## src/rtl/hzd_pkg.sv

```systemverilog
package hzd_pkg;
  localparam int REG_W = 5;
  localparam logic [31:0] NOP_WORD = 32'h0000_0013;

  // Nonzero destination equal to a source field
  function automatic logic dest_hits(input logic [REG_W-1:0] dest,
                                     input logic [REG_W-1:0] src);
    return (dest != '0) && (dest == src);
  endfunction
endpackage

```

## src/rtl/hzd_loaduse_det.sv

```systemverilog
module hzd_loaduse_det
  import hzd_pkg::*;
(
  input  logic             clk,
  input  logic             rst_n,
  input  logic             ex_is_load,
  input  logic [REG_W-1:0] ex_dest,
  input  logic [REG_W-1:0] dec_src1,
  input  logic [REG_W-1:0] dec_src2,
  input  logic             redirect,
  output logic             bubble
);
  logic hit_src1, hit_src2, raw_conflict, bubble_q;

  assign hit_src1     = dest_hits(ex_dest, dec_src1);
  assign hit_src2     = dest_hits(ex_dest, dec_src2);
  assign raw_conflict = ex_is_load && (hit_src1 || hit_src2);
  assign bubble       = raw_conflict && !redirect && !bubble_q;

  always_ff @(posedge clk) begin
    if (!rst_n) bubble_q <= 1'b0;
    else        bubble_q <= bubble;
  end

  // one bubble only
  assert_single_bubble_R5: assert property (@(posedge clk) disable iff (!rst_n)
    bubble |=> !bubble);
  // register 0 never causes a stall
  assert_no_x0_stall_R4: assert property (@(posedge clk) disable iff (!rst_n)
    (ex_dest == '0) |-> !bubble);
  // redirect suppresses stall
  assert_redirect_wins_R7: assert property (@(posedge clk) disable iff (!rst_n)
    redirect |-> !bubble);
endmodule

```

## src/rtl/hzd_redirect_unit.sv

```systemverilog
module hzd_redirect_unit #(
  parameter int ADDR_W = 32
) (
  input  logic              clk,
  input  logic              rst_n,
  input  logic              taken,
  input  logic [ADDR_W-1:0] target,
  output logic              flush_f,
  output logic              flush_d,
  output logic              flush_e,
  output logic              sel_target,
  output logic [ADDR_W-1:0] pc_out
);
  assign flush_f    = taken;
  assign flush_d    = taken;
  assign flush_e    = taken;
  assign sel_target = taken;
  assign pc_out     = target;

  // no flush without a taken outcome
  assert_quiet_not_taken_R10: assert property (@(posedge clk) disable iff (!rst_n)
    !taken |-> !(flush_f || flush_d || flush_e || sel_target));
endmodule

```

## src/rtl/hzd_event_cnt.sv

```systemverilog
module hzd_event_cnt #(
  parameter int CNT_W = 16
) (
  input  logic             clk,
  input  logic             rst_n,
  input  logic             hit,
  output logic [CNT_W-1:0] count
);
  always_ff @(posedge clk) begin
    if (!rst_n)   count <= '0;
    else if (hit) count <= count + 1'b1;
  end

  // one step per event
  assert_count_step_R9: assert property (@(posedge clk) disable iff (!rst_n)
    hit |=> count == $past(count) + 1'b1);
  assert_count_hold_R9: assert property (@(posedge clk) disable iff (!rst_n)
    !hit |=> $stable(count));
endmodule

```

## src/rtl/hzd_ctrl.sv

```systemverilog
module hzd_ctrl
  import hzd_pkg::*;
#(
  parameter int ADDR_W = 32,
  parameter int CNT_W  = 16
) (
  input  logic              clk,
  input  logic              rst_n,
  input  logic              ex_is_load,
  input  logic [4:0]        ex_dest,
  input  logic [4:0]        dec_src1,
  input  logic [4:0]        dec_src2,
  input  logic              mem_taken,
  input  logic [ADDR_W-1:0] mem_target,
  output logic              pc_wr_en,
  output logic              ifid_wr_en,
  output logic              ctrl_zero,
  output logic              stall,
  output logic              flush_ifid,
  output logic              flush_idex,
  output logic              flush_exmem,
  output logic              next_pc_sel,
  output logic [ADDR_W-1:0] redirect_pc,
  output logic [31:0]       fill_word,
  output logic [CNT_W-1:0]  stall_count,
  output logic [CNT_W-1:0]  flush_count
);
  localparam int N_EV = 2;

  logic bubble;
  logic [N_EV-1:0] ev_hit;
  logic [CNT_W-1:0] ev_cnt [N_EV];

  hzd_loaduse_det u_det (
    .clk(clk), .rst_n(rst_n), .ex_is_load(ex_is_load), .ex_dest(ex_dest),
    .dec_src1(dec_src1), .dec_src2(dec_src2), .redirect(mem_taken),
    .bubble(bubble)
  );

  hzd_redirect_unit #(.ADDR_W(ADDR_W)) u_redir (
    .clk(clk), .rst_n(rst_n), .taken(mem_taken), .target(mem_target),
    .flush_f(flush_ifid), .flush_d(flush_idex), .flush_e(flush_exmem),
    .sel_target(next_pc_sel), .pc_out(redirect_pc)
  );

  assign stall      = bubble;
  assign pc_wr_en   = !bubble;
  assign ifid_wr_en = !bubble;
  assign ctrl_zero  = bubble;
  assign fill_word  = NOP_WORD;

  assign ev_hit = {mem_taken, bubble};

  for (genvar g = 0; g < N_EV; g++) begin : g_cnt
    hzd_event_cnt #(.CNT_W(CNT_W)) u_cnt (
      .clk(clk), .rst_n(rst_n), .hit(ev_hit[g]), .count(ev_cnt[g])
    );
  end

  assign stall_count = ev_cnt[0];
  assign flush_count = ev_cnt[1];

  // a stall freezes the front end and zeroes control
  assert_stall_freezes_R2: assert property (@(posedge clk) disable iff (!rst_n)
    stall |-> (!pc_wr_en && !ifid_wr_en && ctrl_zero));
  // a taken outcome redirects with all three flushes
  assert_taken_flush_R6: assert property (@(posedge clk) disable iff (!rst_n)
    mem_taken |-> (flush_ifid && flush_idex && flush_exmem && next_pc_sel && pc_wr_en));
  // constant fill word
  assert_fill_word_R8: assert property (@(posedge clk) disable iff (!rst_n)
    fill_word == 32'h0000_0013);
endmodule

```

## config.mk

```make
export PLATFORM = sky130hd
export DESIGN_NAME = hzd_ctrl
export DESIGN_NICKNAME = d
export VERILOG_FILES = /design/src/rtl/hzd_pkg.sv /design/src/rtl/hzd_loaduse_det.sv /design/src/rtl/hzd_redirect_unit.sv /design/src/rtl/hzd_event_cnt.sv /design/src/rtl/hzd_ctrl.sv
export SDC_FILE = /design/constraint.sdc
export NUM_CORES = 1
export LEC_CHECK = 0
export BUFFER_PORTS_ARGS = -buffer_cell sky130_fd_sc_hd__buf_2
export CAP_MARGIN = 5
export CORE_MARGIN = 4
export CORE_UTILIZATION = 37
export DETAILED_ROUTE_END_ITERATION = 6
export PLACE_DENSITY = 0.87
export SYNTH_ARGS = -nofsm -noshare
export SYNTH_HDL_FRONTEND = slang
export SYNTH_SLANG_ARGS = --single-unit
```

## constraint.sdc

```tcl
create_clock -name clk -period 1.94 [get_ports clk]
set_input_delay 0.388 -clock clk [delete_from_list [all_inputs] [get_ports clk]]
set_output_delay 0.388 -clock clk [all_outputs]
set_load 0.05 [all_outputs]
```

==> results of run 1 <==
-- critical path: stages --
cell,delay (ns)
buf_6,0.09
or4_4,0.53
o21ai_4,0.14
or2_4,0.15
nor2_4,0.04
inv_2,0.08
buf_8,0.15
-- Yosys cell counts --
| cell type | n | area (um^2) |
|---|---|---|
| clkbuf_1 | 5 | 18.8 |
| nand2b_1 | 2 | 12.5 |
| nor3_1 | 6 | 30.0 |
| inv_1 | 6 | 22.5 |
| and4_1 | 3 | 26.3 |
| a21oi_1 | 16 | 80.1 |
| or2_2 | 2 | 12.5 |
| o31ai_1 | 11 | 82.6 |
| conb_1 | 2 | 7.51 |
| buf_4 | 70 | 526 |
| and2_0 | 1 | 6.26 |
| mux2i_1 | 4 | 40.0 |
| nor2_1 | 17 | 63.8 |
| nand3_1 | 10 | 50.1 |
| o21ai_1 | 1 | 5.00 |
| nor2b_1 | 1 | 6.26 |
| xnor2_1 | 3 | 26.3 |
| xor2_1 | 19 | 166 |
| nand4_1 | 7 | 43.8 |
| nand3b_1 | 1 | 7.51 |
| or4b_1 | 1 | 10.0 |
| o21ai_0 | 4 | 20.0 |
| or3_1 | 6 | 37.5 |
| ha_1 | 2 | 25.0 |
| nand2_1 | 12 | 45.0 |
| dfxtp_1 | 33 | 661 |
| o41ai_1 | 1 | 8.76 |
| or4_1 | 12 | 90.1 |
| and2_1 | 1 | 6.26 |
| and3_1 | 2 | 12.5 |
| buf_2 | 3 | 15.0 |
| a22oi_1 | 1 | 7.51 |
| buf_6 | 2 | 22.5 |
-- cell type report --
type                       count  area, um^2
fill                         569        3270
sequential                    33         668
inverter                       6        22.5
timing repair buffer          71         429
clock buffer                   7        86.3
multi-input combinational    178        1070
tap                           72        90.1
-- path summary, 6_finish.rpt --
check / start / endpoint / slack, ns / depth (start not counted)
hold reg to reg: g_cnt[0].u_cnt.count[15]$_SDFFE_PN0P_ / g_cnt[0].u_cnt.count[15]$_SDFFE_PN0P_ / 0.47 / 2
setup reg to reg: g_cnt[0].u_cnt.count[3]$_SDFFE_PN0P_ / g_cnt[0].u_cnt.count[13]$_SDFFE_PN0P_ / 0.13 / 5
setup / recovery: ex_dest[1] / ifid_wr_en / -0.02 / 7
hold / removal: rst_n / g_cnt[0].u_cnt.count[1]$_SDFFE_PN0P_ / 0.41 / 3
-- power by group through the flow --
stage | logic, mW | registers (mW) | clock network, mW
after floorplan | 0.452 | 0.720 | 0
after CTS | 0.296 | 0.688 | 0.535
final | 0.304 | 0.688 | 0.520
after global routing | 0.322 | 0.688 | 0.567
after global placement | 0.284 | 0.703 | 0
after detailed placement | 0.288 | 0.703 | 0
-- what timing repair did --
| action | CTS | global route |
|---|---|---|
| pin swaps | 4 | 6 |
| gates resized for setup | 13 | 7 |
| endpoints found under the setup margin | 4 | 4 |
| buffers inserted | 1 | 1 |
| gates cloned | 0 | 0 |
-- layer usage --
layer	track usage	share of wire	wire [um]
met5	0	0	0
met4	0.0532	0.011	48
met3	0.0398	0.087	391
met2	0.194	0.50	2230
met1	0.138	0.41	1840
-- state kept, by name (all words and copies together), names as in the netlist --
signal             count
u_det.bubble_q         1
g_cnt.u_cnt.count     32
-- cells by family after synthesis --
logic type | Yosys count
buffers and inverters | 86
XOR/XNOR | 22
AO/OA/AOI/OAI | 34
adder cells (fa/ha/maj) | 2
multiplexers | 4
other | 2
flip-flops | 33
AND/OR/NAND/NOR | 84
==> impl_metrics.env, run 1 <==
export IMPL_outcome="finished with violations"
export IMPL_violations="negative setup slack"
export IMPL_ios=155
export IMPL_viasPerCell=4.80
export IMPL_synth_compound_area_frac=0.0929
export IMPL_antenna_found_initial=0
export IMPL_dp_cells=358
export IMPL_grt_ovfl_total=0
export IMPL_htreeDepth=2
export IMPL_pwr_density_cell_nw_per_um2=638
export IMPL_p_leak_nw=1.01
export IMPL_synth_simple_area_share=0.210
export IMPL_max_freq_mhz=510
export IMPL_fp_dieW_um=85.0
export IMPL_seq_area_frac_synth=0.301
export IMPL_worstSetupPathType="in2out"
export IMPL_grt_pass1_wl_mm=7.18
export IMPL_holdBufCountCts=0
export IMPL_clk_pin_slew_ns=0.07
export IMPL_final_cell_mix="buf_2, conb_1, dfxtp_1"
export IMPL_ys_ff_latch=33
export IMPL_core_area_um2=5640
export IMPL_final_common_cell="buf_2"
export IMPL_arrival_ns=1.57
export IMPL_initial_core_util=0.389
export IMPL_cellInternalPower_mw=1.03
export IMPL_post_drt_wl_per_cell_um=12.3
export IMPL_dieArea_um2=7230
export IMPL_finalHoldViolations=0
export IMPL_design_area_um2=2370
export IMPL_hold_slack_ns=0.408
export IMPL_pwr_share_comb=0.201
export IMPL_drc=0
export IMPL_place_area_um2=2200
export IMPL_startpoint_type="primary input"
export IMPL_fin_crit_ns=1.96
export IMPL_finalSetupViolations=2
export IMPL_finalClockSkew_ns=0.00312
export IMPL_yosysWarnings=0
export IMPL_cp_end_kind="output port"
export IMPL_drtPass1Iterations=4
export IMPL_area_growth_pct=7.92
export IMPL_pwr_share_seq=0.455
export IMPL_cts_sinks=33
export IMPL_std_cell_rows=27
export IMPL_grt_max_degree=31
export IMPL_maxCapViolCount=0
export IMPL_antenna_left=0
export IMPL_rsz0062_at_grt="yes"
export IMPL_finish_utilization=0.420
export IMPL_peakVddDrop_mv=0.297
export IMPL_totalWireLength_mm=4.51
export IMPL_p_switching_mw=0.485
export IMPL_fin_setup_tns_ns=-0.0435
export IMPL_synth_top_family_by_area="buffers and inverters"
export IMPL_synth_adder_area_share=0.0114
export IMPL_drtIter0Drc=64
export IMPL_sw_frac_of_total=0.320
export IMPL_die_h_um=85.0
export IMPL_grt_total_usage=0.118
export IMPL_drive_gt1_frac=0.305
export IMPL_syn_cell_area_um2=2190
export IMPL_cts_tree="done"
export IMPL_slew_violations=0
export IMPL_cts_root_buf="clkbuf_8"
export IMPL_cp_required_ns=1.55
export IMPL_place_congestion=0.796
export IMPL_fin_cells=367
export IMPL_cts_buffers=5
export IMPL_setup_slack_ns=-0.0222
export IMPL_synth_xor_area_share=0.0878
export IMPL_hpwl_mm=3.35
export IMPL_insertion_delay_ns=0.27
export IMPL_hold_path_class="in2reg"
export IMPL_post_place_ws_ns=-0.179
export IMPL_fin_crit_sh=1.01
export IMPL_port_buffers=58
export IMPL_yosysUniqueCellTypes=33
export IMPL_n_antenna_cell=0
export IMPL_syn_inst=267
export IMPL_p_clk_frac=0.344
export IMPL_synth_area_per_cell_um2=8.22
export IMPL_grt_pass1_vias=1621
export IMPL_synthMuxAreaShare=0.0182
export IMPL_fin_nets=348
export IMPL_power_mw=1.51
export IMPL_clockBufferDepth=2
export IMPL_cp_max_fo=4
export IMPL_vias=1760
(Power assumes the default switching activity.)
==> run 2, diff against run 1 <==
CELL_PAD_IN_SITES_DETAIL_PLACEMENT = 1   (was default)
CELL_PAD_IN_SITES_GLOBAL_PLACEMENT = 1   (was default)
CORE_UTILIZATION = 25   (was 37)
==> run 2 against run 1 <==
  * The run still ends with negative setup slack left
  * Wire length rose by 19%
  * Count of clock-buffer cells in the layout unchanged
  * Global-route usage down 1.6 points
  * Critical path depth is the same
  * Clock power barely moved
  * Critical path type unchanged
==> impl_metrics.env, run 2 (synthesis results as in run 1) <==
export IMPL_finalSetupViolations=4
export IMPL_fin_setup_tns_ns=-0.255
export IMPL_grt_pass1_wl_mm=8.56
export IMPL_area_growth_pct=11.0
export IMPL_dp_cells=393
export IMPL_max_freq_mhz=497
export IMPL_pwr_density_cell_nw_per_um2=626
export IMPL_antenna_left=0
export IMPL_drtIter0Drc=29
export IMPL_largest_reg_flops=32
export IMPL_worstSetupPathType="in2out"
export IMPL_n_antenna_cell=0
export IMPL_htreeDepth=2
export IMPL_cp_max_fo=4
export IMPL_drive_gt1_frac=0.320
export IMPL_outcome="finished with violations"
export IMPL_rsz0062_at_grt="yes"
export IMPL_finalClockSkew_ns=0.00670
export IMPL_core_area_um2=8380
export IMPL_crit_chain="buf_8, or4_4, o21ai_4, or2_4, nor2_4, inv_2, buf_8"
export IMPL_cp_end_kind="output port"
export IMPL_dieArea_um2=10300
export IMPL_setup_slack_ns=-0.0726
export IMPL_top_layer="met4"
export IMPL_slowest_stage="or4_4"
export IMPL_antenna_found_initial=0
export IMPL_crit_end="pc_wr_en"
export IMPL_r2r_cells=5
export IMPL_totalWireLength_mm=5.36
export IMPL_clk_pin_slew_ns=0.07
export IMPL_holdBufCountCts=0
export IMPL_ios=155
export IMPL_clockBufferDepth=2
export IMPL_cts_buffers=5
export IMPL_peakVddDrop_mv=0.250
export IMPL_grt_total_usage=0.101
export IMPL_fin_crit_ns=2.01
export IMPL_fill_cells=1018
export IMPL_grt_pass1_vias=1861
export IMPL_std_cell_rows=33
export IMPL_fin_nets=350
export IMPL_wl_met3_um=461
export IMPL_post_drt_wl_per_cell_um=13.3
export IMPL_fin_crit_sh=1.04
export IMPL_grt_max_degree=31
export IMPL_cp_required_ns=1.55
export IMPL_drtPass1Iterations=4
export IMPL_ff_latch_area_um2=668
export IMPL_max_stage_delay_ns=0.54
export IMPL_vias=1836
export IMPL_min_from="rst_n"
export IMPL_startpoint_type="primary input"
export IMPL_cts_sinks=33
export IMPL_fin_cells=402
export IMPL_hold_path_class="in2reg"
export IMPL_power_mw=1.53
export IMPL_slew_violations=0
export IMPL_cts_tree="done"
export IMPL_insertion_delay_ns=0.28
export IMPL_final_common_cell="buf_2"
export IMPL_hpwl_mm=4.24
export IMPL_post_place_ws_ns=-0.297
export IMPL_viasPerCell=4.57
export IMPL_hold_slack_ns=0.406
export IMPL_cts_root_buf="clkbuf_8"
export IMPL_crit_top_cell="buf_8"
export IMPL_final_cell_mix="buf_2, conb_1, dfxtp_1"
export IMPL_largest_register="g_cnt.u_cnt.count"
export IMPL_wl_met2_mm=2.80
export IMPL_initial_core_util=0.262
export IMPL_wl_met1_mm=2.04
export IMPL_place_congestion=0.719
export IMPL_rr_endpoint="g_cnt[0].u_cnt.count[9]$_SDFFE_PN0P_"
export IMPL_largestRegisters="g_cnt.u_cnt.count x32, u_det.bubble_q x1"
export IMPL_maxCapViolCount=0
export IMPL_drc=0
export IMPL_port_buffers=58
export IMPL_critical_path_startpoint="ex_dest[2]"
export IMPL_die_h_um=102
export IMPL_violations="negative setup slack"
export IMPL_r2r_setup_slack_ns=0.23
export IMPL_multiInputGateArea_um2=1080
export IMPL_p_leak_nw=1.03
export IMPL_arrival_ns=1.62
export IMPL_grt_ovfl_total=0
export IMPL_timing_rr_start="g_cnt[0].u_cnt.count[3]$_SDFFE_PN0P_"
export IMPL_fp_dieW_um=102
export IMPL_finalHoldViolations=0
run 2: changes by cell type in the layout (fill, tap and decap cells not counted), sizes merged:
cell,previous run,this run
buf,71,73
run 2: per-layer routing:
layer	vias to the layer above	track usage
met4	0	0.0286
met2	72	0.189
li1	870	-
met3	14	0.0317
met1	880	0.110
met5	-	0
run 2: worst max-delay path, delay by kind of cell:
family | cells | cell delay (ns)
buffers and inverters | 3 | 0.34
AND/OR/NAND/NOR | 3 | 0.73
AO/OA/AOI/OAI | 1 | 0.16
run 2: repair_timing:
action,in CTS,in global routing
pin swaps,4,4
gates cloned,0,0
buffers inserted,2,0
gates resized for setup,16,4
endpoints found under the setup margin,4,9
run 2: power breakdown:
part	leakage, nW	internal (mW)	switching, mW
registers	0.269	0.683	0.00551
clock network	0.0443	0.282	0.241
logic	0.714	0.0689	0.246
run 2: how the worst min path moves through the flow:
stage	cells past startpoint	end	slack (ns)
5_1_grt	3	g_cnt[0].u_cnt.count[1]$_SDFFE_PN0P_	0.42
3_5_place_dp	2	g_cnt[0].u_cnt.count[1]$_SDFFE_PN0P_	0.48
4_1_cts	3	g_cnt[0].u_cnt.count[1]$_SDFFE_PN0P_	0.40
3_3_place_gp	2	g_cnt[0].u_cnt.count[15]$_SDFFE_PN0P_	0.45
2_1_floorplan	2	g_cnt[0].u_cnt.count[0]$_SDFFE_PN0P_	0.53
6_report	3	g_cnt[0].u_cnt.count[1]$_SDFFE_PN0P_	0.41
run 2: final cells by class:
| cell class | count | area share |
|---|---|---|
| inverters | 6 | 0.00924 |
| multi-input cells | 178 | 0.445 |
| well taps | 105 | 0.0539 |
| flip-flops and latches | 33 | 0.274 |
| repair buffers | 73 | 0.182 |
| clock buffers | 7 | 0.0354 |
run 2: metrics by stage:
stage,utilization,cell area (um^2)
6_report,0.291,2440
5_1_grt,0.291,2440
4_1_cts,0.288,2420
3_5_place_dp,0.270,2260
3_3_place_gp,0.270,2260
2_1_floorplan,-,2320
==> run 3, diff against run 2 <==
ABC_AREA = 1   (was default)
==> run 3 against run 2 <==
  * Critical path type unchanged
  * Via count is 26% higher
  * Synthesized cell count is 43% higher
  * Clock power is 2% higher
  * The run now ends clean
  * Largest cell class unchanged
  * Sequential power is 0.6% higher
  * Sequential share of layout area is 2.3 points lower
  * Hold slack better by 0.023 ns
  * Critical path depth is 3 higher
  * Count of clock-buffer cells in the layout stayed put
==> impl_metrics.env, run 3 <==
export IMPL_outcome="completed"
export IMPL_synth_edf_count=0
export IMPL_gr_usage_met3=0.0304
export IMPL_fin_nets=459
export IMPL_place_congestion=0.791
export IMPL_fin_crit_sh=0.926
export IMPL_synth_top_family_by_area="simple AND/OR/NAND/NOR gates"
export IMPL_synth_area_per_cell_um2=6.53
export IMPL_dominantRegCellSynth="dfxtp_1"
export IMPL_fin_crit_ns=1.80
export IMPL_synthTopCellsByArea="dfxtp_1, buf_4, nand2_1"
export IMPL_largest_reg_flops=32
export IMPL_rsz0062_at_grt="no"
export IMPL_worstSetupPathType="in2out"
export IMPL_dp_cells=532
export IMPL_largestRegisters="g_cnt.u_cnt.count x32, u_det.bubble_q x1"
export IMPL_cts_tree="done"
export IMPL_hpwl_mm=5.29
export IMPL_core_area_um2=9770
export IMPL_p_clk_frac=0.343
export IMPL_cts_root_buf="clkbuf_8"
export IMPL_fp_dieW_um=108
export IMPL_n_antenna_cell=0
export IMPL_synth_simple_area_share=0.363
export IMPL_seq_area_frac_synth=0.264
export IMPL_drc=0
export IMPL_std_cell_rows=36
export IMPL_final_common_cell="nand2_1"
export IMPL_p_leak_nw=1.28
export IMPL_ys_ff_latch=33
export IMPL_cp_required_ns=1.55
export IMPL_synth_common_cells="nand2_1, buf_4, nor2_1, inv_1, dfxtp_1"
export IMPL_slew_violations=0
export IMPL_place_area_um2=2540
export IMPL_min_to="g_cnt[1].u_cnt.count[0]$_SDFFE_PN0P_"
export IMPL_drtPass1Iterations=4
export IMPL_pwr_share_seq=0.446
export IMPL_synth_top_area_frac=0.264
export IMPL_fill_cells=1290
export IMPL_totalWireLength_mm=6.55
export IMPL_max_freq_mhz=557
export IMPL_sw_frac_of_total=0.342
export IMPL_htreeDepth=2
export IMPL_post_cts_setup_buffers=0
export IMPL_finalClockSkew_ns=0.00709
export IMPL_grt_ovfl_total=0
export IMPL_p_switching_mw=0.530
export IMPL_min_path_cells=3
export IMPL_antenna_left=0
export IMPL_maxCapViolCount=0
export IMPL_finalHoldViolations=0
export IMPL_syn_cell_area_um2=2500
export IMPL_gr_usage_met2=0.204
export IMPL_clockBufferDepth=2
export IMPL_port_buffers=58
export IMPL_synth_compound_area_frac=0.0400
export IMPL_vias=2305
export IMPL_syn_inst=383
export IMPL_largest_register="g_cnt.u_cnt.count"
export IMPL_post_drt_wl_per_cell_um=12.2
export IMPL_initial_core_util=0.256
export IMPL_cts_buffers=5
export IMPL_synth_adder_area_share=0.0100
export IMPL_ys_async_sr_fraction=0
export IMPL_insertion_delay_ns=0.28
export IMPL_pwr_density_cell_nw_per_um2=590
export IMPL_ios=155
export IMPL_synth_most_common_cell="nand2_1"
export IMPL_pwr_share_comb=0.211
export IMPL_cp_end_kind="output port"
export IMPL_cp_max_fo=8
export IMPL_busiest_layer="met2"
export IMPL_viasPerCell=4.28
export IMPL_yosysUniqueCellTypes=32
export IMPL_grt_pass1_wl_mm=10.3
export IMPL_cts_sinks=33
export IMPL_startpoint_type="primary input"
export IMPL_r2r_cells=7
export IMPL_fin_cells=539
export IMPL_fin_setup_tns_ns=0
export IMPL_design_area_um2=2630
export IMPL_hold_path_class="in2reg"
export IMPL_cellInternalPower_mw=1.02
export IMPL_timing_rr_start="g_cnt[1].u_cnt.count[0]$_SDFFE_PN0P_"
export IMPL_rr_endpoint="g_cnt[1].u_cnt.count[8]$_SDFFE_PN0P_"
export IMPL_clk_pin_slew_ns=0.06
export IMPL_dieArea_um2=11700
export IMPL_die_h_um=108
export IMPL_yosysWarnings=0
export IMPL_arrival_ns=1.41
export IMPL_finalSetupViolations=0
export IMPL_gr_usage_met1=0.119
export IMPL_synthMuxAreaShare=0
export IMPL_drive_gt1_frac=0.217
export IMPL_grt_max_degree=27
export IMPL_min_from="mem_taken"
export IMPL_drtIter0Drc=44
export IMPL_grt_total_usage=0.109
export IMPL_grt_pass1_vias=2316
export IMPL_synth_xor_area_share=0.0140
export IMPL_r2r_setup_slack_ns=0.34
export IMPL_peakVddDrop_mv=0.223
export IMPL_antenna_found_initial=0
export IMPL_area_growth_pct=5.05
export IMPL_yosys_area_top_type="dfxtp_1"
export IMPL_final_cell_mix="nand2_1, buf_2, nor2_1"
## run 3: worst max-delay path by stage
stage	slack, ns	endpoint	cells after the start	from
5_1_grt	0.02	stall	10	ex_dest[3]
3_5_place_dp	0.09	ctrl_zero	10	ex_dest[1]
3_3_place_gp	0.13	ctrl_zero	10	ex_dest[1]
2_1_floorplan	0.005	stall	9	ex_dest[3]
6_report	0.14	ctrl_zero	10	ex_dest[1]
4_1_cts	0.09	ctrl_zero	10	ex_dest[1]
## run 3: area by class of cell
type	instances	area [um^2]	area share
inverters	53	203	0.0771
clock buffers	7	86.3	0.0328
repair buffers	62	325	0.124
multi-input cells	251	1190	0.452
flip-flops and latches	33	661	0.251
well taps	133	166	0.0633
## run 3: what timing repair did
action / CTS / global route
resized for setup: 0 / 2
hold buffers: 0 / 0
setup endpoints to repair: 0 / 2
## run 3: logic make-up (layout without fill, tap and decap cells)
group,after synthesis,in the layout
AND/OR/NAND/NOR,194,194
buffers and inverters,129,122
flip-flops,33,33
AO/OA/AOI/OAI,19,19
XOR/XNOR,4,4
adder cells (fa/ha/maj),2,2
other,2,32
## run 3: critical path, stage by stage
cell	delay, ns
buf_2	0.10
inv_1	0.07
nand2_1	0.06
nand2_1	0.06
nor2_1	0.11
nand3_2	0.10
nand2_4	0.10
nand3_4	0.11
clkinvlp_4	0.10
clkbuf_4	0.22
## run 3: routing by layer
layer	vias to the layer above	routed length (um)
met5	-	0
met1	1094	2630
li1	1134	-
met4	0	85
met3	12	397
met2	65	3440
## run 3: power groups by stage
stage               combinational, mW  clock [mW]  sequential (mW)
detailed placement              0.327           0            0.707
global route                    0.349       0.583            0.692
global placement                0.319           0            0.707
floorplan                       0.480           0            0.725
CTS                             0.327       0.558            0.692
finish                          0.327       0.532            0.692
## run 3: stage by stage
stage / utilization / setup slack, ns / hold slack [ns] / power, mW
floorplan: - / 0.00499 / 0.511 / 1.21
global placement: 0.260 / 0.130 / 0.463 / 1.03
detailed placement: 0.260 / 0.0898 / 0.490 / 1.03
CTS: 0.268 / 0.0856 / 0.423 / 1.58
global route: 0.269 / 0.0236 / 0.444 / 1.62
finish: 0.269 / 0.144 / 0.429 / 1.55
